File: src/rtl/pch_pkg.sv
`timescale 1ns/1ps
package pch_pkg;

  typedef enum logic {
    MODE_IN  = 1'b0,
    MODE_OUT = 1'b1
  } pch_mode_e;

  typedef struct packed {
    logic rise;
    logic fall;
  } pch_edge_t;

  // bit positions of the control strobes inside the synchroniser vector
  localparam int CI_STB = 0;
  localparam int CI_RD  = 1;
  localparam int CI_WR  = 2;
  localparam int CTRL_W = 3;

endpackage

File: src/rtl/pch_sync.sv
`timescale 1ns/1ps
module pch_sync
  import pch_pkg::*;
#(
  parameter int STAGES = 2,
  parameter int CW     = 3,
  parameter int PW     = 16
) (
  input  logic                  clk,
  input  logic                  rst_n,
  input  logic [CW-1:0]         ctrl_i,
  input  logic [PW-1:0]         pay_i,
  output pch_edge_t [CW-1:0]    edge_o,
  output logic [PW-1:0]         pay_o
);

  localparam int LAST = STAGES - 1;

  logic [CW-1:0] cs [STAGES];
  logic [PW-1:0] ps [STAGES];
  logic [CW-1:0] prev_q;

  for (genvar s = 0; s < STAGES; s++) begin : g_stage
    if (s == 0) begin : g_first
      always_ff @(posedge clk or negedge rst_n) begin
        if (!rst_n) begin
          cs[s] <= '1;
          ps[s] <= '0;
        end else begin
          cs[s] <= ctrl_i;
          ps[s] <= pay_i;
        end
      end
    end else begin : g_next
      always_ff @(posedge clk or negedge rst_n) begin
        if (!rst_n) begin
          cs[s] <= '1;
          ps[s] <= '0;
        end else begin
          cs[s] <= cs[s-1];
          ps[s] <= ps[s-1];
        end
      end
    end
  end

  always_ff @(posedge clk or negedge rst_n) begin
    if (!rst_n) prev_q <= '1;
    else        prev_q <= cs[LAST];
  end

  for (genvar i = 0; i < CW; i++) begin : g_edge
    assign edge_o[i].fall = prev_q[i] & ~cs[LAST][i];
    assign edge_o[i].rise = ~prev_q[i] & cs[LAST][i];
  end

  assign pay_o = ps[LAST];

endmodule

File: src/rtl/pch_in_side.sv
`timescale 1ns/1ps
module pch_in_side
  import pch_pkg::*;
#(
  parameter int DATA_W = 8
) (
  input  logic              clk,
  input  logic              rst_n,
  input  logic              en_i,
  input  logic              flush_i,
  input  logic              inte_i,
  input  pch_edge_t         stb_i,
  input  pch_edge_t         rd_i,
  input  logic [DATA_W-1:0] pdata_i,
  output logic [DATA_W-1:0] data_o,
  output logic              ibf_o,
  output logic              intr_o
);

  logic [DATA_W-1:0] data_q, data_n;
  logic              low_q, low_n;
  logic              ibf_q, ibf_n;
  logic              intr_q, intr_n;
  logic              stb_fall, stb_rise, rd_fall, rd_rise;

  assign stb_fall = stb_i.fall;
  assign stb_rise = stb_i.rise;
  assign rd_fall  = rd_i.fall;
  assign rd_rise  = rd_i.rise;

  always_comb begin
    data_n = data_q;
    low_n  = low_q;
    ibf_n  = ibf_q;
    intr_n = intr_q;
    if (flush_i) begin
      data_n = '0;
      low_n  = 1'b0;
      ibf_n  = 1'b0;
      intr_n = 1'b0;
    end else if (en_i) begin
      if (stb_fall)      low_n = 1'b1;
      else if (stb_rise) low_n = 1'b0;
      if (stb_fall || low_q) data_n = pdata_i;
      // strobe wins over a read that ends in the same cycle
      if (rd_rise)  ibf_n = 1'b0;
      if (stb_fall) ibf_n = 1'b1;
      if (rd_fall)  intr_n = 1'b0;
      if (stb_rise && ibf_q && inte_i) intr_n = 1'b1;
    end
    if (!inte_i) intr_n = 1'b0;
  end

  always_ff @(posedge clk or negedge rst_n) begin
    if (!rst_n) begin
      data_q <= '0;
      low_q  <= 1'b0;
      ibf_q  <= 1'b0;
      intr_q <= 1'b0;
    end else begin
      data_q <= data_n;
      low_q  <= low_n;
      ibf_q  <= ibf_n;
      intr_q <= intr_n;
    end
  end

  assign data_o = data_q;
  assign ibf_o  = ibf_q;
  assign intr_o = intr_q;

  p_ibf_src_r3: assert property (@(posedge clk) disable iff (!rst_n)
    $rose(ibf_q) |-> $past(stb_fall && en_i));

  p_intr_src_r4: assert property (@(posedge clk) disable iff (!rst_n)
    $rose(intr_q) |-> $past(stb_rise && ibf_q && inte_i));

  p_hold_full_r8: assert property (@(posedge clk) disable iff (!rst_n)
    (ibf_q && stb_fall && en_i && !flush_i) |=> ibf_q);

endmodule

File: src/rtl/pch_out_side.sv
`timescale 1ns/1ps
module pch_out_side
  import pch_pkg::*;
#(
  parameter int DATA_W = 8
) (
  input  logic              clk,
  input  logic              rst_n,
  input  logic              en_i,
  input  logic              flush_i,
  input  logic              inte_i,
  input  pch_edge_t         ack_i,
  input  pch_edge_t         wr_i,
  input  logic [DATA_W-1:0] wdata_i,
  output logic [DATA_W-1:0] data_o,
  output logic              obf_n_o,
  output logic              intr_o
);

  logic [DATA_W-1:0] data_q, data_n;
  logic              obf_n_q, obf_n_n;
  logic              intr_q, intr_n;
  logic              ack_fall, ack_rise, wr_fall, wr_rise;

  assign ack_fall = ack_i.fall;
  assign ack_rise = ack_i.rise;
  assign wr_fall  = wr_i.fall;
  assign wr_rise  = wr_i.rise;

  always_comb begin
    data_n  = data_q;
    obf_n_n = obf_n_q;
    intr_n  = intr_q;
    if (flush_i) begin
      data_n  = '0;
      obf_n_n = 1'b1;
      intr_n  = 1'b0;
    end else if (en_i) begin
      if (wr_rise) data_n = wdata_i;
      // a fresh write keeps the buffer marked full
      if (ack_fall) obf_n_n = 1'b1;
      if (wr_rise)  obf_n_n = 1'b0;
      if (ack_rise && obf_n_q && inte_i) intr_n = 1'b1;
      if (wr_fall)  intr_n = 1'b0;
    end
    if (!inte_i) intr_n = 1'b0;
  end

  always_ff @(posedge clk or negedge rst_n) begin
    if (!rst_n) begin
      data_q  <= '0;
      obf_n_q <= 1'b1;
      intr_q  <= 1'b0;
    end else begin
      data_q  <= data_n;
      obf_n_q <= obf_n_n;
      intr_q  <= intr_n;
    end
  end

  assign data_o  = data_q;
  assign obf_n_o = obf_n_q;
  assign intr_o  = intr_q;

  p_obf_src_r5: assert property (@(posedge clk) disable iff (!rst_n)
    $fell(obf_n_q) |-> $past(wr_rise && en_i));

  p_intr_src_r6: assert property (@(posedge clk) disable iff (!rst_n)
    $rose(intr_q) |-> $past(ack_rise && obf_n_q));

  p_wr_retire_r10: assert property (@(posedge clk) disable iff (!rst_n)
    (wr_fall && en_i && !flush_i) |=> !intr_q);

endmodule

File: src/rtl/pch_port_channel.sv
`timescale 1ns/1ps
module pch_port_channel
  import pch_pkg::*;
#(
  parameter int DATA_W      = 8,
  parameter int SYNC_STAGES = 2
) (
  input  logic              clk,
  input  logic              rst_n,
  input  logic              mode_out,
  input  logic              host_rd_n,
  input  logic              host_wr_n,
  input  logic [DATA_W-1:0] host_wdata,
  output logic [DATA_W-1:0] host_rdata,
  input  logic              inte_set,
  input  logic              inte_clr,
  input  logic              strobe_n,
  input  logic [DATA_W-1:0] pin_in,
  output logic [DATA_W-1:0] pin_out,
  output logic              pin_oe,
  output logic              ibf,
  output logic              obf_n,
  output logic              intr,
  output logic [3:0]        status
);

  localparam int PAY_W = 2 * DATA_W;

  // reset: asserted asynchronously, released on a clock edge
  logic rst_meta_q, rst_sync_n;
  always_ff @(posedge clk or negedge rst_n) begin
    if (!rst_n) begin
      rst_meta_q <= 1'b0;
      rst_sync_n <= 1'b0;
    end else begin
      rst_meta_q <= 1'b1;
      rst_sync_n <= rst_meta_q;
    end
  end

  logic [CTRL_W-1:0]         ctrl_raw;
  pch_edge_t [CTRL_W-1:0]    edges;
  logic [PAY_W-1:0]          pay_sync;

  always_comb begin
    ctrl_raw         = '1;
    ctrl_raw[CI_STB] = strobe_n;
    ctrl_raw[CI_RD]  = host_rd_n;
    ctrl_raw[CI_WR]  = host_wr_n;
  end

  pch_sync #(
    .STAGES (SYNC_STAGES),
    .CW     (CTRL_W),
    .PW     (PAY_W)
  ) u_sync (
    .clk    (clk),
    .rst_n  (rst_sync_n),
    .ctrl_i (ctrl_raw),
    .pay_i  ({host_wdata, pin_in}),
    .edge_o (edges),
    .pay_o  (pay_sync)
  );

  // direction and interrupt enable
  pch_mode_e mode_q, mode_n;
  logic      inte_q, inte_n;
  logic      flush;

  assign flush = (pch_mode_e'(mode_out) != mode_q);

  always_comb begin
    mode_n = pch_mode_e'(mode_out);
    inte_n = inte_q;
    if (inte_set) inte_n = 1'b1;
    if (inte_clr) inte_n = 1'b0;
  end

  always_ff @(posedge clk or negedge rst_sync_n) begin
    if (!rst_sync_n) begin
      mode_q <= MODE_IN;
      inte_q <= 1'b0;
    end else begin
      mode_q <= mode_n;
      inte_q <= inte_n;
    end
  end

  logic [DATA_W-1:0] in_data, out_data;
  logic              in_ibf, in_intr, out_obf_n, out_intr;

  pch_in_side #(.DATA_W(DATA_W)) u_in (
    .clk     (clk),
    .rst_n   (rst_sync_n),
    .en_i    (pch_mode_e'(mode_out) == MODE_IN),
    .flush_i (flush),
    .inte_i  (inte_q),
    .stb_i   (edges[CI_STB]),
    .rd_i    (edges[CI_RD]),
    .pdata_i (pay_sync[DATA_W-1:0]),
    .data_o  (in_data),
    .ibf_o   (in_ibf),
    .intr_o  (in_intr)
  );

  pch_out_side #(.DATA_W(DATA_W)) u_out (
    .clk     (clk),
    .rst_n   (rst_sync_n),
    .en_i    (pch_mode_e'(mode_out) == MODE_OUT),
    .flush_i (flush),
    .inte_i  (inte_q),
    .ack_i   (edges[CI_STB]),
    .wr_i    (edges[CI_WR]),
    .wdata_i (pay_sync[PAY_W-1:DATA_W]),
    .data_o  (out_data),
    .obf_n_o (out_obf_n),
    .intr_o  (out_intr)
  );

  assign host_rdata = in_data;
  assign pin_out    = out_data;
  assign pin_oe     = (mode_q == MODE_OUT);
  assign ibf        = in_ibf;
  assign obf_n      = out_obf_n;
  assign intr       = in_intr | out_intr;
  assign status     = {(mode_q == MODE_OUT), inte_q, intr,
                       (mode_q == MODE_OUT) ? ~out_obf_n : in_ibf};

  p_inte_gate_r7: assert property (@(posedge clk) disable iff (!rst_sync_n)
    !inte_q |=> !intr);

  p_flush_r11: assert property (@(posedge clk) disable iff (!rst_sync_n)
    flush |=> (!ibf && obf_n && !intr));

  p_one_side_r13: assert property (@(posedge clk) disable iff (!rst_sync_n)
    (mode_q == MODE_OUT) |-> !in_ibf);

endmodule

File: config.mk
export PLATFORM = sky130hd
export DESIGN_NAME = pch_port_channel
export DESIGN_NICKNAME = d
export VERILOG_FILES = /design/src/rtl/pch_pkg.sv /design/src/rtl/pch_sync.sv /design/src/rtl/pch_in_side.sv /design/src/rtl/pch_out_side.sv /design/src/rtl/pch_port_channel.sv
export SDC_FILE = /design/constraint.sdc
export NUM_CORES = 1
export LEC_CHECK = 0
export ABC_AREA = 1
export BUFFER_PORTS_ARGS = -buffer_cell sky130_fd_sc_hd__buf_2
export CAP_MARGIN = 0
export CELL_PAD_IN_SITES_DETAIL_PLACEMENT = 1
export CELL_PAD_IN_SITES_GLOBAL_PLACEMENT = 1
export CORE_MARGIN = 8
export CORE_UTILIZATION = 38
export CTS_CLUSTER_SIZE = 40
export DETAILED_ROUTE_END_ITERATION = 10
export PLACE_DENSITY = 0.84
export SYNTH_ARGS = -nofsm -noshare
export SYNTH_HDL_FRONTEND = slang
export SYNTH_SLANG_ARGS = --single-unit
File: constraint.sdc
create_clock -name clk -period 2.11 [get_ports clk]
set_input_delay 0.1055 -clock clk [delete_from_list [all_inputs] [get_ports clk]]
set_output_delay 0.1055 -clock clk [all_outputs]
set_load 0.05 [all_outputs]
; ---- Word-level counts from Yosys, hierarchy flattened
; Cells that the tools add are included.
; Widths: inputs -> output; s select.
[op_classes]
eq_ne = 6
mux = 31
n_bitwise = 14
n_reduce_logical = 19
[op_table]
columns = op, n
row1 = $mux 8, 6
row2 = $mux 1, 25
row3 = $reduce_and 2->1, 7
row4 = $reduce_bool 3->1, 3
row5 = $ne 4x1->1 const B, 2
row6 = $reduce_bool 2->1, 4
row7 = $not 1->1, 7
row8 = $and 1x1->1, 6
row9 = $ne 3x2->1 const B, 2
row10 = $logic_and 1x1->1, 4
row11 = $ne 2x1->1 const B, 1
row12 = $logic_or 1x1->1, 1
row13 = $ne 1x1->1, 1
row14 = $or 1x1->1, 1
[totals]
reg_bits = 66
out_inout_bits = 24

; ---- Logic depth before layout (Yosys ltp)
[depth]
word_depth = 9
ltp_mapped = 8
depth_no_buf = 8

; ---- Modules after synthesis
; Synthesis repeated with hierarchy kept, for this count alone.
[unflattened]
cells_unflattened = 219
hier_area_um2 = 2393.5
[modules_own_cells]
columns = mod, n_inst, cells_each, area_per_inst_um2, seq_area_each_um2
row1 = pch_sync, 1, 69, 1202.4, 1037.2
row2 = pch_in_side, 1, 75, 571.8, 275.3
row3 = pch_out_side, 1, 55, 445.4, 251.5
row4 = pch_port_channel, 1, 20, 173.9, 100.1

; ---- Worst setup path before layout
; No wires, ideal clock.
[synth_path]
path_kind = register to output
start = register mode_q, in the netlist pin_oe
end = output status[0]
arrival_ns = 1.889
t_required_ns = 2.004
setup_slack_ns = 0.116
stages_incl_launch_ff = 3
path_cell_list = dfrtp_1 inv_1 o21ai_0
[synth_between]
elab_chain_len = 1
[synth_rtl]
columns = element, line_no
row1 = start: declaration, pch_port_channel.sv:66  ; pch_mode_e mode_q, mode_n;
row2 = start signal: assignment, pch_port_channel.sv:84  ; mode_q <= mode_n;
row3 = $mux 1, pch_port_channel.sv:127  ; (mode_q == MODE_OUT) ? ~out_obf_n : in_ibf};
row4 = end: declaration, pch_port_channel.sv:24  ; output logic [3:0] status
; No other way between the ends.

; ---- Final worst setup path
[layout_path]
start = input mode_out
end = register u_in.low_q
[layout_between]
elab_chain_len = 3
word_cells_on_any_way = 5
[layout_rtl]
columns = element, line_no
row1 = start: declaration, pch_port_channel.sv:10  ; input logic mode_out,
row2 = $ne 1x1->1, pch_port_channel.sv:70  ; assign flush = (pch_mode_e'(mode_out) != mode_q);
row3 = $ne 2x1->1 (no line) or $reduce_bool 3->1 (tied branches), n/a
row4 = $reduce_and 2->1 (no line), n/a
row5 = end signal: assignment, pch_in_side.sv:62  ; low_q <= low_n;
row6 = end: declaration, pch_in_side.sv:21  ; logic low_q, low_n;
; Parallel ways exist; a longest one is shown, timed or not.
; A chain may end at the register's enable or synchronous reset.

==> results.cfg <==
[synth]
synth_edf_count = 0
ys_async_sr_fraction_pct = 100
ys_ff_latch = 66
netlist_area_sq_um = 2240
ys.flop_type = dfrtp_1
syn_avg_cell_area_sq_um = 12.5
synth_top_area_share_pct = 62.6
synth_top_area_cell = dfrtp_1
synth.distinct_cells = 24
synth.area.top_cells = dfrtp_1, dfstp_2, nand2_1
syn-num-nets = 205
yosysWarnings = 0
synth_commonest_cells = nand2_1, dfrtp_1, dfstp_2, inv_1, nand3b_1
ys_seq_area_share_pct = 74.3
yosysMostFrequentCell = nand2_1
synthCells = 179

[global_routing]
grt_pass1_vias = 1754
grt-ovfl-total = 0
grt_usage_pct = 13.3
grt_start_max_net_pins = 42
antenna_found_initial = 0
grt_pass1_wl_microns = 8610

[place]
placed_cell_area_sq_um = 2540
gp_congestion = 0.786
port_buffers = 47
hpwl_microns = 3320
dp.cells = 297

[routing]
drt-total-wl_microns = 5090
drc_errors = 0
vias_per_cell = 4.50
firstDrtPassIters = 4
first_iter_violations = 35
wire_per_inst_microns = 15.1
vias = 1513
drtAntennaViolNets = 0

[run]
maxCapViolations = 0

[finish]
drive_gt1_share_pct = 31.8
final_nets = 282
area_delta_synth_final_pct = 32.8
post-route-util_pct = 51.1
fin_area_sq_um = 2970
fillCellCount = 660
insertedDiodeCount = 0
final_cells = 336

[clocking]
htreeDepth = 3
numCtsBuffers = 9
post_cts_resized = 0
worstSkewPairLatency_ns = 0.34
ctsLongestPathBuffers = 2
cts_tree = done
clkTransAtPathRegs_ns = 0.07
cts_root_buf = clkbuf_8
clkSinkCount = 66

[power]
power_mw = 2.88
p_sw_share_pct = 27.5
power_density_nw_per_um2 = 968
p_comb_share_pct = 14.2
seqPwrFrac_pct = 49.0
p_int_mw = 2.09
clkPwrFrac_pct = 36.8
p_sw_mw = 0.790
peakVddDrop_v = 0.000671
p_leak_nw = 1.54

[run_status]
status = finished clean

[critical_path]
crit_fanout = 16
cp.required_ns = 2.38
crit_path_end_kind = flop
critPathKind = input pin to flop
worstPathArrival_ns = 2.00
startpoint_type = input pin

[timing]
hold_viol = 0
fmax_mhz = 577
finalCritPeriodShare_pct = 82.1
finalSetupTns_ns = 0
post-route-min-period_ns = 1.73
grt_setup_unrepaired = no
finalClockSkew_ns = 0.00593
final-setup-viol-count = 0
slew_violations = 0
worstMarginPinSlew_ns = 0.529
max_slew_margin_pct = 64.7

[die]
start_util_pct = 38.5
ios = 48
dieArea_sq_um = 8600
core_sq_um = 5820
rows = 28
die_h_microns = 92.8
chipWidth_microns = 92.8

[min_path]
hold_class = input pin to asynchronous set/reset pin
-- what timing repair did --
action | CTS | global route
hold buffers | 23 | 0
buffers inserted | 0 | 0
hold endpoints to repair | 23 | 0
-- power by group through the flow --
stage	Sequential [mW]	Clock (mW)	Combinational [mW]
after floorplan	1.57	0	0.130
after global placement	1.43	0	0.366
after detailed placement	1.43	0	0.377
after CTS	1.41	1.09	0.412
after global routing	1.42	1.15	0.441
final	1.41	1.06	0.408
-- metal layers --
layer / GRT usage [%] / routed length (microns)
met5: 0 / 0
met4: 9.26 / 166
met3: 5.10 / 297
met2: 22.2 / 2640
met1: 13.7 / 1990
-- kinds of logic after synthesis --
group	count (synthesis)	share of synthesized area [%]
buffers and inverters	16	3.86
AOI/OAI and AO/OA	7	1.73
other	1	0.168
adders and majority gates	2	1.12
and+or+nand+nor	87	18.8
DFF	66	74.3
-- path summary, 6_finish.rpt --
kind,startpoint,endpoint,slack [ns],cells past startpoint
setup / recovery,mode_out,u_in.low_q,0.38,9
hold / removal,rst_n,rst_sync_n,0.09,2
setup reg to reg,pin_oe,u_in.low_q,0.44,7
hold reg to reg,rst_sync_n,inte_q,0.25,0
max in group asynchronous,rst_sync_n,u_sync.ps[28],1.27,1
min in group clk,u_sync.ps[17],u_sync.pay_o[1],0.34,0
-- worst max-delay path: stages --
cell and delay (ns):
dlygate4sd3_1 0.52, buf_2 0.16, inv_1 0.08, ha_1 0.35
inv_2 0.26, nand2_1 0.13, o21ai_0 0.20, nand2_1 0.10
nand2_1 0.09
-- flip-flops by register name, summed over array words and instances (netlist names), 3 cells and up --
| signal | count |
|---|---|
| u_sync.cs | 6 |
| u_sync.prev_q | 3 |
| u_sync.pay_o | 16 |
| u_in.data_o | 8 |
| u_out.data_o | 8 |
| u_sync.ps | 16 |
-- per-stage QoR --
stage               setup slack, ns  hold slack, ns
global placement              0.676          -0.109
global route                  0.304          0.0860
floorplan                     0.116          -0.190
finish                        0.377          0.0928
CTS                           0.479          0.0609
detailed placement            0.512          -0.104
-- cell usage in the layout, fill, tap and decap left out, types with 2 or more instances in the layout --
cell / count
nand2_1: 61
dfrtp_1: 55
buf_2: 47
dlygate4sd3_1: 23
clkbuf_8: 11
dfstp_2: 10
inv_1: 8
nand3b_1: 8
nor2_1: 5
o21ai_0: 4
inv_2: 3
nand3_1: 3
clkbuf_1: 3
nand2_2: 2
nand4_1: 2
ha_1: 2
-- area by class of cell --
class / count / area (sq um) / share of cell area (%)
Multi-Input combinational cell: 97 / 488 / 16.4
Timing Repair Buffer: 71 / 485 / 16.3
Sequential cell: 66 / 1670 / 56.0
Inverter: 11 / 41.3 / 1.39
Clock buffer: 14 / 163 / 5.47
Clock inverter: 2 / 35.0 / 1.18
Tap cell: 75 / 93.8 / 3.16
(Power assumes the default switching activity.)
